$ cat src/rtl/jtp_pkg.sv
// Shared constants of the debug JTAG port register bank.
// Assumes byte addressing of 32-bit registers on the debug bus.
package jtp_pkg;
    localparam logic [7:0] OFS_CTRL = 8'h00;
    localparam logic [7:0] OFS_PSEL = 8'h04;
    localparam logic [7:0] OFS_STAT = 8'h08;

    // control word field positions (software visible)
    localparam int CW_BUSY    = 31;
    localparam int CW_WCNT_LO = 28;
    localparam int CW_RCNT_LO = 24;
    localparam int CW_CONN    = 3;
    localparam int CW_SRSTC   = 2;
    localparam int CW_TRST    = 1;
    localparam int CW_SRST    = 0;
    localparam int CNT_W      = 3;
endpackage

$ cat src/rtl/jtp_bus_dec.sv
// Address decoder: turns a bus access into one read hit and one write
// strobe per register. Assumes a single-cycle access and no byte lanes.
module jtp_bus_dec #(
    parameter int ADDR_W = 8
) (
    input  logic              bus_sel,
    input  logic              bus_wr,
    input  logic [ADDR_W-1:0] bus_addr,
    output logic              hit_ctrl,
    output logic              hit_psel,
    output logic              hit_stat,
    output logic              wr_ctrl,
    output logic              wr_psel,
    output logic              wr_stat
);
    import jtp_pkg::*;

    // compare the address with each register offset
    always_comb begin
        hit_ctrl = bus_sel && (bus_addr == ADDR_W'(OFS_CTRL));
        hit_psel = bus_sel && (bus_addr == ADDR_W'(OFS_PSEL));
        hit_stat = bus_sel && (bus_addr == ADDR_W'(OFS_STAT));
    end

    // qualify hits with the write strobe
    always_comb begin
        wr_ctrl = hit_ctrl && bus_wr;
        wr_psel = hit_psel && bus_wr;
        wr_stat = hit_stat && bus_wr;
    end
endmodule

$ cat src/rtl/jtp_port_sel.sv
// Port select mask with write guard, drive enables and AND summary flags.
// Assumes the serializer status inputs are synchronous to clk.
module jtp_port_sel #(
    parameter int NPORTS = 8,
    parameter int CNT_W  = 3
) (
    input  logic              clk,
    input  logic              rst_n,
    input  logic              wr_psel,
    input  logic [NPORTS-1:0] wmask,
    input  logic              ser_active,
    input  logic [CNT_W-1:0]  wfifo_cnt,
    input  logic [NPORTS-1:0] port_conn,
    input  logic [NPORTS-1:0] port_srst_conn,
    output logic [NPORTS-1:0] psel_q,
    output logic [NPORTS-1:0] port_enable,
    output logic              sel_err,
    output logic              all_conn,
    output logic              all_srst
);
    logic busy;
    logic [NPORTS-1:0] conn_ok;
    logic [NPORTS-1:0] srst_ok;

    // engine is unsafe to re-target while shifting or with queued bytes
    always_comb busy = ser_active || (wfifo_cnt != '0);

    // select mask and refusal flag
    always_ff @(posedge clk) begin
        if (!rst_n) begin
            psel_q  <= '0;
            sel_err <= 1'b0;
        end else if (wr_psel) begin
            if (busy) begin
                sel_err <= 1'b1;
            end else begin
                psel_q  <= wmask;
                sel_err <= 1'b0;
            end
        end
    end

    // per-port enable and "don't care when unselected" terms
    for (genvar i = 0; i < NPORTS; i++) begin : g_port
        always_comb begin
            port_enable[i] = psel_q[i] & port_conn[i];
            conn_ok[i]     = port_conn[i] | ~psel_q[i];
            srst_ok[i]     = port_srst_conn[i] | ~psel_q[i];
        end
    end

    // summary flags are 0 when nothing is selected
    always_comb begin
        all_conn = (|psel_q) && (&conn_ok);
        all_srst = (|psel_q) && (&srst_ok);
    end

    // refused write keeps the mask and raises the flag
    a_r6_refused_write: assert property (@(posedge clk) disable iff (!rst_n)
        (wr_psel && (ser_active || wfifo_cnt != '0)) |=> ($stable(psel_q) && sel_err));
endmodule

$ cat src/rtl/jtp_port_status.sv
// Sticky per-port loss record, sampled every cycle, cleared by writing ones.
// Assumes port_en is synchronous to clk; a new loss wins over a clear.
module jtp_port_status #(
    parameter int NPORTS = 8
) (
    input  logic              clk,
    input  logic              rst_n,
    input  logic [NPORTS-1:0] psel_q,
    input  logic [NPORTS-1:0] port_conn,
    input  logic [NPORTS-1:0] port_en,
    input  logic              wr_stat,
    input  logic [NPORTS-1:0] clr_mask,
    output logic [NPORTS-1:0] psta_q
);
    logic [NPORTS-1:0] loss;
    logic [NPORTS-1:0] clr;

    // a selected, connected port that is disabled counts as lost
    always_comb begin
        loss = psel_q & port_conn & ~port_en;
        clr  = wr_stat ? clr_mask : '0;
    end

    // record update per port
    for (genvar i = 0; i < NPORTS; i++) begin : g_bit
        always_ff @(posedge clk) begin
            if (!rst_n)       psta_q[i] <= 1'b0;
            else if (loss[i]) psta_q[i] <= 1'b1;
            else if (clr[i])  psta_q[i] <= 1'b0;
        end
    end

    // every observed loss appears in the record
    a_r7_loss_captured: assert property (@(posedge clk) disable iff (!rst_n)
        (|loss) |=> ((psta_q & $past(loss)) == $past(loss)));

    // without a record write, no bit falls
    a_r8_sticky: assert property (@(posedge clk) disable iff (!rst_n)
        (!wr_stat) |=> ((psta_q & $past(psta_q)) == $past(psta_q)));
endmodule

$ cat src/rtl/jtp_port_ctl.sv
// Top of the debug JTAG port register bank: control word with reset
// levels, port select and loss record on a single-cycle word bus.
// Assumes every access completes in its own cycle (ready = select).
module jtp_port_ctl #(
    parameter int ADDR_W = 8,
    parameter int DATA_W = 32,
    parameter int NPORTS = 8
) (
    input  logic              clk,
    input  logic              rst_n,
    input  logic              bus_sel,
    input  logic              bus_wr,
    input  logic [ADDR_W-1:0] bus_addr,
    input  logic [DATA_W-1:0] bus_wdata,
    output logic [DATA_W-1:0] bus_rdata,
    output logic              bus_ready,
    input  logic              ser_active,
    input  logic [2:0]        wfifo_cnt,
    input  logic [2:0]        rfifo_cnt,
    input  logic [NPORTS-1:0] port_conn,
    input  logic [NPORTS-1:0] port_srst_conn,
    input  logic [NPORTS-1:0] port_en,
    output logic [NPORTS-1:0] port_enable,
    output logic              sel_err,
    output logic              trst_out,
    output logic              srst_out
);
    import jtp_pkg::*;

    logic hit_ctrl, hit_psel, hit_stat;
    logic wr_ctrl, wr_psel, wr_stat;
    logic [NPORTS-1:0] psel_q, psta_q;
    logic all_conn, all_srst;
    logic trst_q, srst_q;
    logic [DATA_W-1:0] ctrl_word;

    jtp_bus_dec #(.ADDR_W(ADDR_W)) i_dec (
        .bus_sel (bus_sel),
        .bus_wr  (bus_wr),
        .bus_addr(bus_addr),
        .hit_ctrl(hit_ctrl),
        .hit_psel(hit_psel),
        .hit_stat(hit_stat),
        .wr_ctrl (wr_ctrl),
        .wr_psel (wr_psel),
        .wr_stat (wr_stat)
    );

    jtp_port_sel #(.NPORTS(NPORTS), .CNT_W(CNT_W)) i_sel (
        .clk           (clk),
        .rst_n         (rst_n),
        .wr_psel       (wr_psel),
        .wmask         (bus_wdata[NPORTS-1:0]),
        .ser_active    (ser_active),
        .wfifo_cnt     (wfifo_cnt),
        .port_conn     (port_conn),
        .port_srst_conn(port_srst_conn),
        .psel_q        (psel_q),
        .port_enable   (port_enable),
        .sel_err       (sel_err),
        .all_conn      (all_conn),
        .all_srst      (all_srst)
    );

    jtp_port_status #(.NPORTS(NPORTS)) i_stat (
        .clk      (clk),
        .rst_n    (rst_n),
        .psel_q   (psel_q),
        .port_conn(port_conn),
        .port_en  (port_en),
        .wr_stat  (wr_stat),
        .clr_mask (bus_wdata[NPORTS-1:0]),
        .psta_q   (psta_q)
    );

    // reset levels, held until software rewrites them
    always_ff @(posedge clk) begin
        if (!rst_n) begin
            trst_q <= 1'b0;
            srst_q <= 1'b0;
        end else if (wr_ctrl) begin
            trst_q <= bus_wdata[CW_TRST];
            srst_q <= bus_wdata[CW_SRST];
        end
    end

    // assemble the control word from status and local state
    always_comb begin
        ctrl_word = '0;
        ctrl_word[CW_BUSY]                       = ser_active;
        ctrl_word[CW_WCNT_LO +: CNT_W]           = wfifo_cnt;
        ctrl_word[CW_RCNT_LO +: CNT_W]           = rfifo_cnt;
        ctrl_word[CW_CONN]                       = all_conn;
        ctrl_word[CW_SRSTC]                      = all_srst;
        ctrl_word[CW_TRST]                       = trst_q;
        ctrl_word[CW_SRST]                       = srst_q;
    end

    // read multiplexer; unmapped addresses return zero
    always_comb begin
        bus_rdata = '0;
        if (hit_ctrl)      bus_rdata = ctrl_word;
        else if (hit_psel) bus_rdata = DATA_W'(psel_q);
        else if (hit_stat) bus_rdata = DATA_W'(psta_q);
    end

    // single-cycle completion and output drive
    always_comb begin
        bus_ready = bus_sel;
        trst_out  = trst_q;
        srst_out  = srst_q;
    end

    // reset levels move only on a control write
    a_r4_levels_hold: assert property (@(posedge clk) disable iff (!rst_n)
        (!wr_ctrl) |=> $stable({trst_out, srst_out}));

    // summary flags read 0 with an empty mask
    a_r3_empty_mask: assert property (@(posedge clk) disable iff (!rst_n)
        (hit_ctrl && psel_q == '0) |-> (bus_rdata[CW_CONN:CW_SRSTC] == 2'b00));

    // an unconnected port is never driven
    a_r5_enable_needs_conn: assert property (@(posedge clk) disable iff (!rst_n)
        ((port_enable & ~port_conn) == '0));
endmodule

$ cat config.mk
export PLATFORM = sky130hd
export DESIGN_NAME = jtp_port_ctl
export DESIGN_NICKNAME = d
export VERILOG_FILES = /design/src/rtl/jtp_pkg.sv /design/src/rtl/jtp_bus_dec.sv /design/src/rtl/jtp_port_sel.sv /design/src/rtl/jtp_port_status.sv /design/src/rtl/jtp_port_ctl.sv
export SDC_FILE = /design/constraint.sdc
export NUM_CORES = 1
export LEC_CHECK = 0
export ABC_AREA = 1
export BUFFER_PORTS_ARGS = -buffer_cell sky130_fd_sc_hd__buf_2
export CAP_MARGIN = 30
export CORE_ASPECT_RATIO = 0.5
export CORE_MARGIN = 4
export CORE_UTILIZATION = 44
export CTS_BUF_LIST = sky130_fd_sc_hd__clkbuf_8
export DETAILED_ROUTE_END_ITERATION = 8
export PLACE_DENSITY = 0.91
export SETUP_SLACK_MARGIN = 0.1
export SYNTH_ARGS = -nofsm -noshare
export SYNTH_HDL_FRONTEND = slang
export SYNTH_SLANG_ARGS = --single-unit
$ cat constraint.sdc
create_clock -name clk -period 3.9 [get_ports clk]
set_input_delay 0.78 -clock clk [delete_from_list [all_inputs] [get_ports clk]]
set_output_delay 0.78 -clock clk [all_outputs]
set_load 0.02 [all_outputs]
==> run_results.csv <==
group,metric,value,unit
clock_tree,clk_pin_slew,0.07,ns
clock_tree,cts.sinks,19,
clock_tree,postCtsResizedCells,0,
timing,fin_tns_setup,0,ns
run,cap_viol_max_count,0,
power_and_ir_drop,vdd_drop_max,0.1197,mV
floorplanning,die_area,4605,um^2
synthesis,netlist.area_leader.share,24.48,%
worst_hold_path,holdCritPathClass,"reg2reg",
clock_tree,htree_levels,1,
synthesis,ys_seq_area_share,24.48,%
power_and_ir_drop,power.leakage,1.137,nW
run_status,status,"complete, no violations",
floorplanning,ios,119,
placement,port_buffers,77,
placement,dp.cells,375,
placement,gp_congestion,0.8529,
power_and_ir_drop,netSwitchingFraction,28.72,%
synthesis,synth_top_area_cell,"dfxtp_1",
global_routing,grt_pass1_wl,7424,um
detailed_routing,via_count,1885,
layout,drive_above_1_share,32.02,%
synthesis,syn_avg_cell_area,6.047,um^2
power_and_ir_drop,pwr-share-clk,34.7,%
synthesis,synth.distinct_cells,25,
synthesis,syn_inst,257,
detailed_routing,drt-total-wl,4689,um
clock_tree,clockRootBuffer,"clkbuf_8",
worst_setup_path,cp-start-kind,"input port",
synthesis,syn_area,1554,um^2
worst_setup_path,cp.arrival,2.05,ns
timing,rsz0062_at_grt,"false",
detailed_routing,antenna_left,0,
layout,antennaDiodeCount,0,
power_and_ir_drop,cellPowerDensity,207.2,nW/um^2
layout,finalInstanceArea,1944,um^2
placement,dp_hpwl,3692,um
detailed_routing,drc,0,
synthesis,yosys-top-cells-area,"dfxtp_1 (24%), nand2_1 (14%), inv_1 (12%)",
clock_tree,cts_made_buffers,3,
timing,finalHoldViolCount,0,
timing,period_share,72.50,%
clock_tree,cts_tree,"yes",
timing,finalSetupViolations,0,
clock_tree,cts_buffer_depth,2,
power_and_ir_drop,power_frac_comb,17.2,%
placement,place_area,1899,um^2
floorplanning,die_h,50.03,um
timing,min_period,2.828,ns
clock_tree,post_cts_buffers,0,
timing,drv_slew,0,
floorplanning,die_w,92.05,um
global_routing,grt_max_degree,22,
layout,nets,407,
floorplanning,rows,14,
worst_setup_path,path_max_fanout,11,
floorplanning,start_util,48.74,%
power_and_ir_drop,p_seq_share,48.1,%
power_and_ir_drop,p_int,0.2872,mW
global_routing,overflow,0,
detailed_routing,vias_per_cell,4.974,
detailed_routing,wl_per_cell,12.37,um
timing,fmax,0.3536,GHz
detailed_routing,firstDrtPassIters,6,
layout,syn_to_final_growth,25.12,%
global_routing,grt_use_total,19.57,%
layout,final_cells,379,
global_routing,grt_pass1_vias,1686,
clock_tree,hold_buffers,0,
worst_setup_path,ff2ff_path_depth,3,
power_and_ir_drop,switching_power,0.1157,mW
synthesis,yosysWarnings,0,
synthesis,ys_ff_latch,19,
worst_hold_path,hold_depth,2,
worst_setup_path,required,3.12,ns
worst_setup_path,end_kind,"output port",
clock_tree,clk_latency,0.26,ns
worst_setup_path,crit_type,"in2out",
timing,finClkSkew,0.0006418,ns
detailed_routing,initialDrtViolationCount,146,
global_routing,antenna_found_initial,0,
floorplanning,design.core.area,3188,um^2
## registers in the layout (all words and copies together) (netlist names)
| signal | flops |
|---|---|
| i_sel.sel_err | 1 |
| i_stat.psta_q | 8 |
| trst_out | 1 |
| srst_out | 1 |
| i_sel.psel_q | 8 |
## layer usage
layer  vias to the layer above  GRT usage (%)  wire length [um]
met4                         0          5.911               101
met1                       831          23.33              1765
met3                        21          4.407               527
li1                        909              -                 -
met2                       124          35.27              2295
met5                         -              0                 0
## stage by stage
step / power (mW) / hold slack, ns / setup WS, ns / util [%]
final: 0.4029 / 0.4491 / 1.072 / 60.99
after global routing: 0.4205 / 0.4854 / 0.9175 / 60.99
after CTS: 0.4018 / 0.4527 / 1.091 / 60.99
after detailed placement: 0.2661 / 0.4406 / 1.094 / 59.58
after global placement: 0.2648 / 0.4398 / 1.109 / 59.58
after floorplan: 0.2467 / 0.4402 / 1.296 / -
## final timing paths
| check | from | to | slack, ns |
|---|---|---|---|
| min reg2reg | i_sel.sel_err$_SDFFE_PN0P_ | i_sel.sel_err$_SDFFE_PN0P_ | 0.45 |
| max reg2reg | i_sel.psel_q[5]$_SDFFE_PN0P_ | i_stat.psta_q[5]$_SDFFE_PN0P_ | 2.97 |
| min | i_sel.sel_err$_SDFFE_PN0P_ | i_sel.sel_err$_SDFFE_PN0P_ | 0.45 |
| max | bus_addr[5] | bus_rdata[6] | 1.07 |
## critical path, cell delays in order
cell	delay, ns
buf_2	0.09
nor2_1	0.21
nand2_1	0.11
inv_1	0.33
nand3_1	0.16
nand2_1	0.09
nand3_1	0.06
inv_1	0.05
buf_2	0.15
## cells by family (layout without fill, tap and decap cells)
family,Yosys count,count (layout),synth area share [%]
and+or+nand+nor,139,139,44.28
buffers and inverters,77,135,23.59
AOI/OAI and AO/OA,21,21,7.407
DFF,19,19,24.48
other,1,17,0.2413
## power groups by stage
stage	Sequential, mW	Combinational (mW)	Clock [mW]
after floorplan	0.198	0.0482	0
after global placement	0.198	0.0664	0
after detailed placement	0.198	0.0676	0
after CTS	0.194	0.0678	0.140
after global routing	0.194	0.0753	0.151
final	0.194	0.0691	0.140
## final cells by class
type,count,area [um^2]
fillers,303,1244
flip-flops and latches,19,380.4
clock inverters,1,3.754
inverters,53,198.9
clock buffers,3,41.29
well taps,48,60.06
multi-input cells,177,867.1
repair buffers,78,392.9
## layout by cell type, fill, tap and decap left out, types with 6 or more instances in the layout
cell	count
nand3_1	18
buf_2	77
a21oi_1	10
dfxtp_1	19
nor2_1	26
conb_1	17
nand2_1	56
inv_1	50
nand4_1	18
or2_2	14
o21ai_0	6
## synthesized netlist by cell type, drive strengths merged
library cell,n
inv,52
dfxtp,19
nand2,57
clkinv,1
a21oi,11
conb,1
clkbuf,3
or2,14
buf,21
nor2,30
o22ai,1
nand3,20
o21ai,7
nand4,18
o211ai,2
No activity file was read; power rests on OpenSTA's default activity.
